===== config.mk =====
export PLATFORM = sky130hd
export DESIGN_NAME = cmpl_order_buf
export DESIGN_NICKNAME = d
export VERILOG_FILES = /design/src/rtl/cob_pkg.sv /design/src/rtl/cob_wrap_ptr.sv /design/src/rtl/cob_occupancy.sv /design/src/rtl/cob_slot_store.sv /design/src/rtl/cmpl_order_buf.sv
export SDC_FILE = /design/constraint.sdc
export NUM_CORES = 1
export LEC_CHECK = 0
export ABC_AREA = 1
export CAP_MARGIN = 0
export CORE_MARGIN = 4
export CORE_UTILIZATION = 55
export DETAILED_ROUTE_END_ITERATION = 7
export MAX_ROUTING_LAYER = met4
export PLACE_DENSITY_LB_ADDON = 0.15
export SKIP_CTS_REPAIR_TIMING = 1
export SYNTH_ARGS = -nofsm -noshare
export SYNTH_HDL_FRONTEND = slang
export SYNTH_SLANG_ARGS = --single-unit

===== constraint.sdc =====
create_clock -name clk -period 2.85 [get_ports clk]
set_input_delay 0.57 -clock clk [delete_from_list [all_inputs] [get_ports clk]]
set_output_delay 0.57 -clock clk [all_outputs]
set_load 0.01 [all_outputs]

===== src/rtl/cob_pkg.sv =====
package cob_pkg;
  // Operations that fire on one clock edge
  typedef struct packed {
    logic issue;
    logic deposit;
    logic deliver;
  } cob_ops_t;
endpackage


===== src/rtl/cob_wrap_ptr.sv =====
module cob_wrap_ptr #(
  parameter int SLOTS = 16,
  localparam int AW = $clog2(SLOTS)
) (
  input  logic          clk,
  input  logic          rst,
  input  logic          adv,
  output logic [AW-1:0] ptr
);
  localparam logic [AW-1:0] LAST = AW'(SLOTS - 1);

  logic [AW-1:0] ptr_q;

  always_ff @(posedge clk) begin
    if (rst)      ptr_q <= '0;
    else if (adv) ptr_q <= (ptr_q == LAST) ? '0 : ptr_q + 1'b1;
  end

  assign ptr = ptr_q;

  // an advance from the last index returns to zero
  a_r2_wrap: assert property (@(posedge clk) disable iff (rst)
    (adv && ptr_q == LAST) |=> (ptr_q == '0));

  // without an advance the index holds
  a_r6_hold: assert property (@(posedge clk) disable iff (rst)
    !adv |=> $stable(ptr_q));
endmodule


===== src/rtl/cob_occupancy.sv =====
module cob_occupancy #(
  parameter int SLOTS = 16,
  localparam int CW = $clog2(SLOTS + 1)
) (
  input  logic          clk,
  input  logic          rst,
  input  logic          inc,
  input  logic          dec,
  output logic [CW-1:0] count,
  output logic          not_full,
  output logic          not_empty
);
  localparam logic [CW-1:0] CAP = CW'(SLOTS);

  logic [CW-1:0] cnt_q, cnt_d;
  logic          nf_q, ne_q;

  // One adder path, increment and decrement merged
  always_comb begin
    unique case ({inc, dec})
      2'b10:   cnt_d = cnt_q + 1'b1;
      2'b01:   cnt_d = cnt_q - 1'b1;
      default: cnt_d = cnt_q;
    endcase
  end

  always_ff @(posedge clk) begin
    if (rst) begin
      cnt_q <= '0;
      nf_q  <= 1'b1;
      ne_q  <= 1'b0;
    end else begin
      cnt_q <= cnt_d;
      nf_q  <= (cnt_d != CAP);
      ne_q  <= (cnt_d != '0);
    end
  end

  assign count     = cnt_q;
  assign not_full  = nf_q;
  assign not_empty = ne_q;

  a_r3_bound: assert property (@(posedge clk) disable iff (rst)
    cnt_q <= CAP);

  a_r3_full_flag: assert property (@(posedge clk) disable iff (rst)
    (cnt_q == CAP) |-> !nf_q);

  a_r7_merge_hold: assert property (@(posedge clk) disable iff (rst)
    (inc && dec) |=> $stable(cnt_q));

  a_r6_dec_step: assert property (@(posedge clk) disable iff (rst)
    (dec && !inc) |=> (cnt_q == $past(cnt_q) - 1'b1));
endmodule


===== src/rtl/cob_slot_store.sv =====
module cob_slot_store #(
  parameter int SLOTS  = 16,
  parameter int DATA_W = 32,
  localparam int AW = $clog2(SLOTS)
) (
  input  logic              clk,
  input  logic              rst,
  input  logic              clr_en,
  input  logic [AW-1:0]     clr_idx,
  input  logic              set_en,
  input  logic [AW-1:0]     set_idx,
  input  logic [DATA_W-1:0] set_data,
  input  logic [AW-1:0]     rd_idx,
  output logic              rd_filled,
  output logic [DATA_W-1:0] rd_data
);
  logic [SLOTS-1:0]  filled_q;
  logic [DATA_W-1:0] mem [SLOTS];

  // Per-slot filled flag: clear on issue, set on deposit
  for (genvar g = 0; g < SLOTS; g++) begin : g_slot
    always_ff @(posedge clk) begin
      if (rst)                                  filled_q[g] <= 1'b0;
      else if (clr_en && clr_idx == AW'(g))     filled_q[g] <= 1'b0;
      else if (set_en && set_idx == AW'(g))     filled_q[g] <= 1'b1;
    end
  end

  // Payload array: single write port, no reset, RAM-inferable
  always_ff @(posedge clk) begin
    if (set_en) mem[set_idx] <= set_data;
  end

  assign rd_filled = filled_q[rd_idx];
  assign rd_data   = mem[rd_idx];

  // a deposit to a slot not being cleared leaves it filled
  a_r4_fill: assert property (@(posedge clk) disable iff (rst)
    (set_en && !(clr_en && clr_idx == set_idx)) |=> filled_q[$past(set_idx)]);

  // the payload read back matches the last deposit to that slot
  a_r4_payload: assert property (@(posedge clk) disable iff (rst)
    (set_en && rd_idx == set_idx) |=> (rd_data == $past(set_data) || rd_idx != $past(rd_idx)));
endmodule


===== src/rtl/cmpl_order_buf.sv =====
module cmpl_order_buf #(
  parameter int SLOTS  = 16,
  parameter int DATA_W = 32,
  localparam int AW = $clog2(SLOTS),
  localparam int CW = $clog2(SLOTS + 1)
) (
  input  logic              clk,
  input  logic              rst,
  output logic              tok_valid,
  input  logic              tok_ready,
  output logic [AW-1:0]     tok_id,
  input  logic              put_en,
  input  logic [AW-1:0]     put_tok,
  input  logic [DATA_W-1:0] put_data,
  output logic              res_valid,
  input  logic              res_ready,
  output logic [DATA_W-1:0] res_data
);
  import cob_pkg::*;

  logic [AW-1:0] in_ptr, out_ptr;
  logic [CW-1:0] count;
  logic          not_full, not_empty;
  logic          head_filled;
  cob_ops_t      ops;

  assign ops.issue   = not_full & tok_ready;
  assign ops.deposit = put_en;
  assign ops.deliver = res_valid & res_ready;

  cob_wrap_ptr #(.SLOTS(SLOTS)) u_in_ptr (
    .clk(clk), .rst(rst), .adv(ops.issue), .ptr(in_ptr)
  );

  cob_wrap_ptr #(.SLOTS(SLOTS)) u_out_ptr (
    .clk(clk), .rst(rst), .adv(ops.deliver), .ptr(out_ptr)
  );

  cob_occupancy #(.SLOTS(SLOTS)) u_occ (
    .clk(clk), .rst(rst), .inc(ops.issue), .dec(ops.deliver),
    .count(count), .not_full(not_full), .not_empty(not_empty)
  );

  cob_slot_store #(.SLOTS(SLOTS), .DATA_W(DATA_W)) u_store (
    .clk(clk), .rst(rst),
    .clr_en(ops.issue), .clr_idx(in_ptr),
    .set_en(ops.deposit), .set_idx(put_tok), .set_data(put_data),
    .rd_idx(out_ptr), .rd_filled(head_filled), .rd_data(res_data)
  );

  assign tok_valid = not_full;
  assign tok_id    = in_ptr;
  assign res_valid = not_empty & head_filled;

  // nothing is offered while no token is outstanding
  a_r5_empty_quiet: assert property (@(posedge clk) disable iff (rst)
    (count == '0) |-> !res_valid);

  // an offered result waits unchanged for the consumer
  a_r10_hold: assert property (@(posedge clk) disable iff (rst)
    (res_valid && !res_ready) |=> (res_valid && $stable(res_data)));

  // a deposit into the empty head slot shows up next cycle
  a_r9_head_fill: assert property (@(posedge clk) disable iff (rst)
    (put_en && put_tok == out_ptr && count != '0 && !res_valid) |=> res_valid);

  // issue never happens with all slots outstanding
  a_r3_no_overflow: assert property (@(posedge clk) disable iff (rst)
    (count == CW'(SLOTS)) |-> !tok_valid);
endmodule


**Word level (Yosys, flattened, before mapping)**

Memory sizes are Yosys's and may differ from the RTL's. A register that Yosys moved wholly into a read port is not among the register bits.
Cells that the tools add are included.
W data, S select, Z words.

- Add/sub/neg operators: 4
- Order comparisons: 1
- Equality and inequality tests: 34
- Muxes and demuxes: 9
- Bitwise gates (word level): 3
- Reduce and logical (&&, ||, !) cells: 51

Operators by type and width:

| cell | number |
|---|---|
| $eq A4 B4 Y1 const B | 17 |
| $eq A4 B3 Y1 const B | 8 |
| $logic_and A1 B1 Y1 | 32 |
| $reduce_or A2 Y1 | 16 |
| $eq A4 B2 Y1 const B | 4 |
| $mux W4 | 4 |
| $pmux W5 S2 | 1 |
| $add A4 B1 Y4 const B | 2 |
| $eq A4 B1 Y1 const B | 2 |
| $logic_not A4 Y1 | 2 |
| $add A5 B1 Y5 const B | 1 |
| $lt A4 B5 Y1 const B | 1 |
| $ne A5 B5 Y1 const B | 1 |
| $reduce_bool A5 Y1 | 1 |
| $sub A5 B1 Y5 const B | 1 |
| $bmux W1 S4 | 1 |
| $and A1 B1 Y1 | 3 |
| $mux W1 | 3 |
| $eq A2 B1 Y1 const B | 1 |
| $eq A2 B2 Y1 const B | 1 |

- Bits in registers: 31
- RAM bits: 512
- Output and inout port bits: 38
- Word-level logic and storage cells: 124
- Memories: 1

Memories:

| memory | depth | bits a word | rd ports | clocked after memory_dff | write ports | RTL line | text |
|---|---|---|---|---|---|---|---|
| u_store.mem | 16 | 32 | 1 | 1 | 1 | cob_slot_store.sv:18 | `logic [DATA_W-1:0] mem [SLOTS];` |

**Depth between registers and ports, before layout**

Gate-level depths: netlist (run 1).

- Depth in word-level cells: 7
- Gate-level depth with buffers: 22
- Gate-level depth less buffers: 21

**By module**

Synthesis (run 1) repeated with hierarchy kept, for this count alone.

- Cells, all modules: 2356
- Area, all modules: 23627.7 sq um

Modules (own cells, without submodules):

| module | times used | cells an instance | area an instance (sq um) |
|---|---|---|---|
| cob_slot_store | 1 | 2217 | 22725.5 |
| cob_occupancy | 1 | 75 | 486.7 |
| cob_wrap_ptr | 2 | 29 | 195.2 |
| cmpl_order_buf | 1 | 6 | 25.0 |

**Least setup slack after synthesis (run 1)**

Ideal clock, no wire load.

- Kind: input-to-reg
- Start point: input port put_tok[0]
- End point: register u_store.filled_q[6]
- Setup time: 0.077 ns
- Data arrival time: 2.522 ns
- Required time: 2.773 ns
- Setup slack: 0.251 ns
- Cell stages on the path: 5
- Buffers on the path: 0
- Path through: inv_1 nand3_1 nor2_1 o21ai_0 a31oi_1

- Word-level cells in the longest chain between the ends: 2

RTL lines:

| item | RTL line | text |
|---|---|---|
| from (decl) | cmpl_order_buf.sv:13 | `input logic [AW-1:0] put_tok,` |
| $eq A4 B3 Y1 | cob_slot_store.sv:25 | `else if (set_en && set_idx == AW'(g)) filled_q[g] <= 1'b1;` |
| $logic_and A1 B1 Y1 | cob_slot_store.sv:25 |  |
| to (signal, indexed assignment) | cob_slot_store.sv:23 | `if (rst) filled_q[g] <= 1'b0;` |
| to (signal, indexed assignment) | cob_slot_store.sv:24 | `else if (clr_en && clr_idx == AW'(g)) filled_q[g] <= 1'b0;` |
| to (signal, indexed assignment) | cob_slot_store.sv:25 |  |
| to (decl) | cob_slot_store.sv:17 | `logic [SLOTS-1:0] filled_q;` |

No other way between the ends.
A chain may end at the register's enable or synchronous reset.

==> results of run 1 <==
-- area by class of cell --
cell class	instances	share of cell area (%)
antenna	2	0.0191
clock buffer	67	5.49
clock inverter	31	1.13
inverter	182	2.64
multi-input combinational	789	19.2
sequential	547	61.3
tap	525	2.50
timing repair buffer	160	7.70
-- state kept, by name, summed over array words and instances (netlist names), named ones only --
register / count
u_occ.count: 5
u_store.filled_q: 16
u_in_ptr.ptr: 4
u_occ.not_full: 1
u_store.mem: 512
u_occ.not_empty: 1
u_out_ptr.ptr: 4
-- worst paths after layout --
check / endpoint / depth (start not counted)
worst min register to register: u_store.filled_q[8] / 2
worst max register to register: u_occ.not_full / 17
worst max-delay path: res_data[25] / 7
worst min-delay path: u_store.filled_q[8] / 2
-- stage by stage --
step | instance area [um^2] | hold slack, ns | setup WS, ns | instances | TNS, ns
floorplan | 22300 | 0.440 | 0.251 | 1615 | 0
global placement | 24200 | 0.455 | 0.160 | 2187 | 0
detailed placement | 24200 | 0.462 | -0.0228 | 2187 | -0.0406
CTS | 25900 | 0.476 | -0.447 | 2285 | -11.86
global route | 26200 | 0.506 | -0.0641 | 2303 | -0.290
finish | 26200 | 0.487 | 0.0384 | 2303 | 0
-- power groups by stage --
stage / Combinational, mW / Sequential (mW) / Clock [mW]
after floorplan: 0.221 / 9.16 / 0
after global placement: 0.510 / 9.16 / 0
after detailed placement: 0.522 / 9.16 / 0
after CTS: 0.525 / 8.99 / 7.10
after global routing: 0.575 / 9.00 / 7.43
final: 0.522 / 8.99 / 6.97
-- worst max-delay path: stages, from the launching register on --
cell and delay (ns):
dfxtp_4 0.44, buf_6 0.19, buf_4 0.18, mux2i_1 0.19
o21ai_0 0.11, o211ai_1 0.20, nand2_1 0.14, dlymetal6s2s_1 0.21
-- routing by layer --
layer	wire length (um)	global-route usage [%]	share of wire (%)
met1	21700	31.6	43
met2	24200	35.8	48
met3	3570	3.60	7.1
met4	1030	6.08	2.0
met5	0	-	0
-- kinds of logic after synthesis --
kind of cell             share of synthesized area, %
flip-flops                                       72.2
AO/OA/AOI/OAI                                    12.0
buffers and inverters                            5.84
AND/OR/NAND/NOR                                  3.34
multiplexers                                     5.80
adder cells (fa/ha/maj)                         0.595
XOR/XNOR                                        0.236
-- cell usage in the layout (no fill, tap or decap), types with 34 or more instances in the layout --
cell type,netlist,routed
a21oi_1,136,135
buf_4,6,34
clkbuf_16,0,60
clkdlybuf4s50_1,0,45
edfxtp_1,512,512
inv_1,180,178
mux2i_1,129,127
nand2_1,91,89
nand3_1,42,42
o211ai_1,124,124
o21ai_0,174,170
==> results.cfg, run 1 <==
[floorplan]
die_h_um = 209
start_util_pct = 55.8
core_um2 = 39900
die_w_um = 209
num_rows = 73
dieArea_um2 = 43800
ioPinCount = 79

[synth]
synth_top_area_share_pct = 69.0
yosys-top-cells-count = edfxtp_1 (512), inv_1 (180), o21ai_0 (174)
synthArstFlopShare_pct = 0
synth_cell_types = 29
syn_area_um2 = 22300
syn_nets = 1666
postSynthCellCount = 1615
synth_seq_cells = 547
synth_warnings = 0
avgSynthCellArea_um2 = 13.8
synth.most_common_cell = edfxtp_1
yosys.area.top_type = edfxtp_1
yosysSeqAreaShare_pct = 72.2
synth_top_flop_cell = edfxtp_1
synth-edff-count = 512
yosys-top-cells-area = edfxtp_1 (69%), mux2i_1 (5.8%), o211ai_1 (4.2%)

[critical_path]
worstReg2RegStart = u_out_ptr.ptr[0]
crit_path_max_fanout = 7
worstPathArrival_ns = 2.24
required_ns = 2.28
critPathKind = register to output port
critPathCaptureType = output port
reg2reg_slack_ns = 0.23
cp-start-kind = register

[sta]
fin_crit_sh_pct = 98.7
fin_skew_ns = 0.00814
rsz0062_at_grt = yes
slew_viol_final = 0
hold_viol = 0
worst_pin_slew_ns = 0.609
setup_viol = 0
period_needed_ns = 2.81
slew_headroom_pct = 59.4
max_freq_mhz = 356

[global_route]
overflow = 0
grt_use_total_pct = 22.8
antenna_found_initial = 2
grt_pass1_wl_um = 74800
grt_pass1_vias = 12806
grt_max_degree = 59

[clock_network]
ctsRootBufferMaster = clkbuf_16
clock_sinks = 547
cts_buffer_depth = 3
cts_tree = built
cts_made_buffers = 53
insertion_delay_ns = 0.59
htreeDepth = 2
clkTransAtPathRegs_ns = 0.06

[final_layout]
drive_above_1_share_pct = 11.1
nFillCells = 2792
multi_input_area_um2 = 5040
layout.nets = 1784
regArea_um2 = 16100
utilization_pct = 65.8
area_delta_synth_final_pct = 17.8

[power_and_ir_drop]
p_leak_nw = 9.04
power_density_nw_per_um2 = 628
ir_drop_v = 0.000527
swShare_pct = 19.7
intPower_mw = 13.2
p_clk_share_pct = 42.3
p_switching_mw = 3.25
p_total_mw = 16.5
power_frac_seq_pct = 54.5
p_comb_share_pct = 3.2

[placed_design]
port_buffers = 78
hpwlAfterDp_um = 26400
gp_congestion = 0.774

[drt]
post-route-drc-count = 0
vias_per_cell = 5.80
wl_per_cell_um = 21.9
drt_wl_total_um = 50500
vias = 13368
postRouteAntennaNets = 0
drt_iter0_drc = 1191
drtPass1Iterations = 7

[worst_hold_path]
hold_start = u_store.filled_q[8]
hp-class = register to register

[job]
drv_cap = 0

[status]
status = completed
(Power assumes the default switching activity.)
==> inputs of run 2 (changes only) <==
Clock period 2.85 ns to 3 ns, I/O delays scaled along.
==> results.cfg, run 2 (synthesis results as in run 1) <==
[status]
status = finished with violations
violations = negative setup slack

[floorplan]
num_rows = 73
ioPinCount = 79
die_w_um = 209
die_h_um = 209
dieArea_um2 = 43800
start_util_pct = 55.8
core_um2 = 39900

[sta]
worst_pin_slew_ns = 0.615
hold_viol = 0
period_needed_ns = 3.13
fin_crit_sh_pct = 104
rsz0062_at_grt = yes
fin_skew_ns = 0.00732
max_freq_mhz = 320
slew_viol_final = 0
slew_headroom_pct = 59.0
setup_ws_ns = -0.129
tns_ns = -0.359
setup_viol = 3

[drt]
wl_per_cell_um = 22.5
drtPass1Iterations = 5
post-route-drc-count = 0
drt_wl_total_um = 51500
drt_iter0_drc = 1165
postRouteAntennaNets = 0
vias = 13387
vias_per_cell = 5.84

[critical_path]
crit_slowest_cell = clkdlybuf4s50_1
r2r_cells = 20
worstPathCellList = buf_6, buf_16, mux2i_1, o211ai_1, o211ai_1, nand2_1, clkdlybuf4s50_1
rr_endpoint = u_occ.not_empty
crit_path_max_fanout = 47
max_stage_delay_ns = 0.54
worstPathArrival_ns = 2.53
cp.buffers_inverters = 3
critPathKind = register to output port
crit_path_frequent_cell = o211ai_1
cp_top_family = buffers and inverters
cp-start-kind = register
worstReg2RegStart = u_out_ptr.ptr[0]
required_ns = 2.40
critPathCaptureType = output port
reg2reg_slack_ns = 0.29

[final_layout]
largest_reg_flops = 512
fin_cells = 2293
layout_common_cells = edfxtp_1 (512), inv_1 (178), o21ai_0 (172)
area_delta_synth_final_pct = 16.4
layout.nets = 1774
nFillCells = 2857
mostFrequentLayoutCell = edfxtp_1
multi_input_area_um2 = 5040
drive_above_1_share_pct = 10.1
regMostFlops = u_store.mem
regArea_um2 = 16100
stdcell_area_um2 = 25900

[global_route]
grt_pass1_vias = 13023
grt_max_degree = 76
grt_use_total_pct = 23.4
overflow = 0
grt_pass1_wl_um = 76500
antenna_found_initial = 1

[power_and_ir_drop]
ir_drop_v = 0.000480
power_density_nw_per_um2 = 591
p_leak_nw = 8.91

[clock_network]
clkTransAtPathRegs_ns = 0.06
cts_buffer_depth = 3
ctsRootBufferMaster = clkbuf_16
cts_made_buffers = 53
htreeDepth = 2
clock_sinks = 547
insertion_delay_ns = 0.58
cts_tree = built

[job]
drv_cap = 0

[worst_hold_path]
hp-class = register to register
hold_depth = 2
hold_start = u_store.filled_q[15]
whs_endpoint = u_store.filled_q[15]

[placed_design]
port_buffers = 78
gp_congestion = 0.856
dp.cells = 2179
dpl_cell_area_um2 = 24000
hpwlAfterDp_um = 27000
run 2: tightest hold or removal path, cell delays in order, from the launching register on:
cell and delay, ns:
dfxtp_1 0.33, nor2_1 0.05, nor2_1 0.07
run 2: routing by layer:
layer / part of all wire (%) / global-route usage (%) / vias up
met5: 0 / - / -
met4: 2.6 / 7.63 / 0
met3: 6.4 / 3.53 / 86
met2: 48 / 37.1 / 502
met1: 43 / 31.7 / 6612
li1: - / - / 6187
run 2: where the power goes:
group          internal, mW  leakage (nW)  total, mW  switching (mW)
Combinational         0.173          3.20      0.496           0.323
Clock                  3.55         0.792       6.28            2.72
Sequential             8.50          4.91       8.55          0.0477
run 2: cell type report:
class | count | area share (%)
tap | 525 | 2.53
multi-input combinational | 789 | 19.4
clock buffer | 66 | 5.39
inverter | 182 | 2.66
sequential | 547 | 62.1
clock inverter | 33 | 0.927
timing repair buffer | 150 | 6.99
antenna | 1 | 0.00965
run 2: worst max path at each step:
stage | startpoint | to | cells after the start
detailed placement | u_out_ptr.ptr[0] | u_occ.not_empty | 20
floorplan | put_tok[0] | u_store.filled_q[6] | 5
global route | register | res_data[25] | 7
global placement | u_out_ptr.ptr[0] | u_occ.not_full | 19
CTS | register | res_data[21] | 6
finish | register | res_data[23] | 7
run 2: metrics by stage:
step	setup slack (ns)	hold slack (ns)	total power, mW	util [%]
final	-0.129	0.478	15.3	65.0
after CTS	-0.355	0.482	15.4	64.1
after detailed placement	0.0616	0.468	9.20	60.0
after global routing	-0.227	0.500	15.8	65.0
after global placement	0.259	0.459	9.18	60.0
after floorplan	0.371	0.440	8.91	-
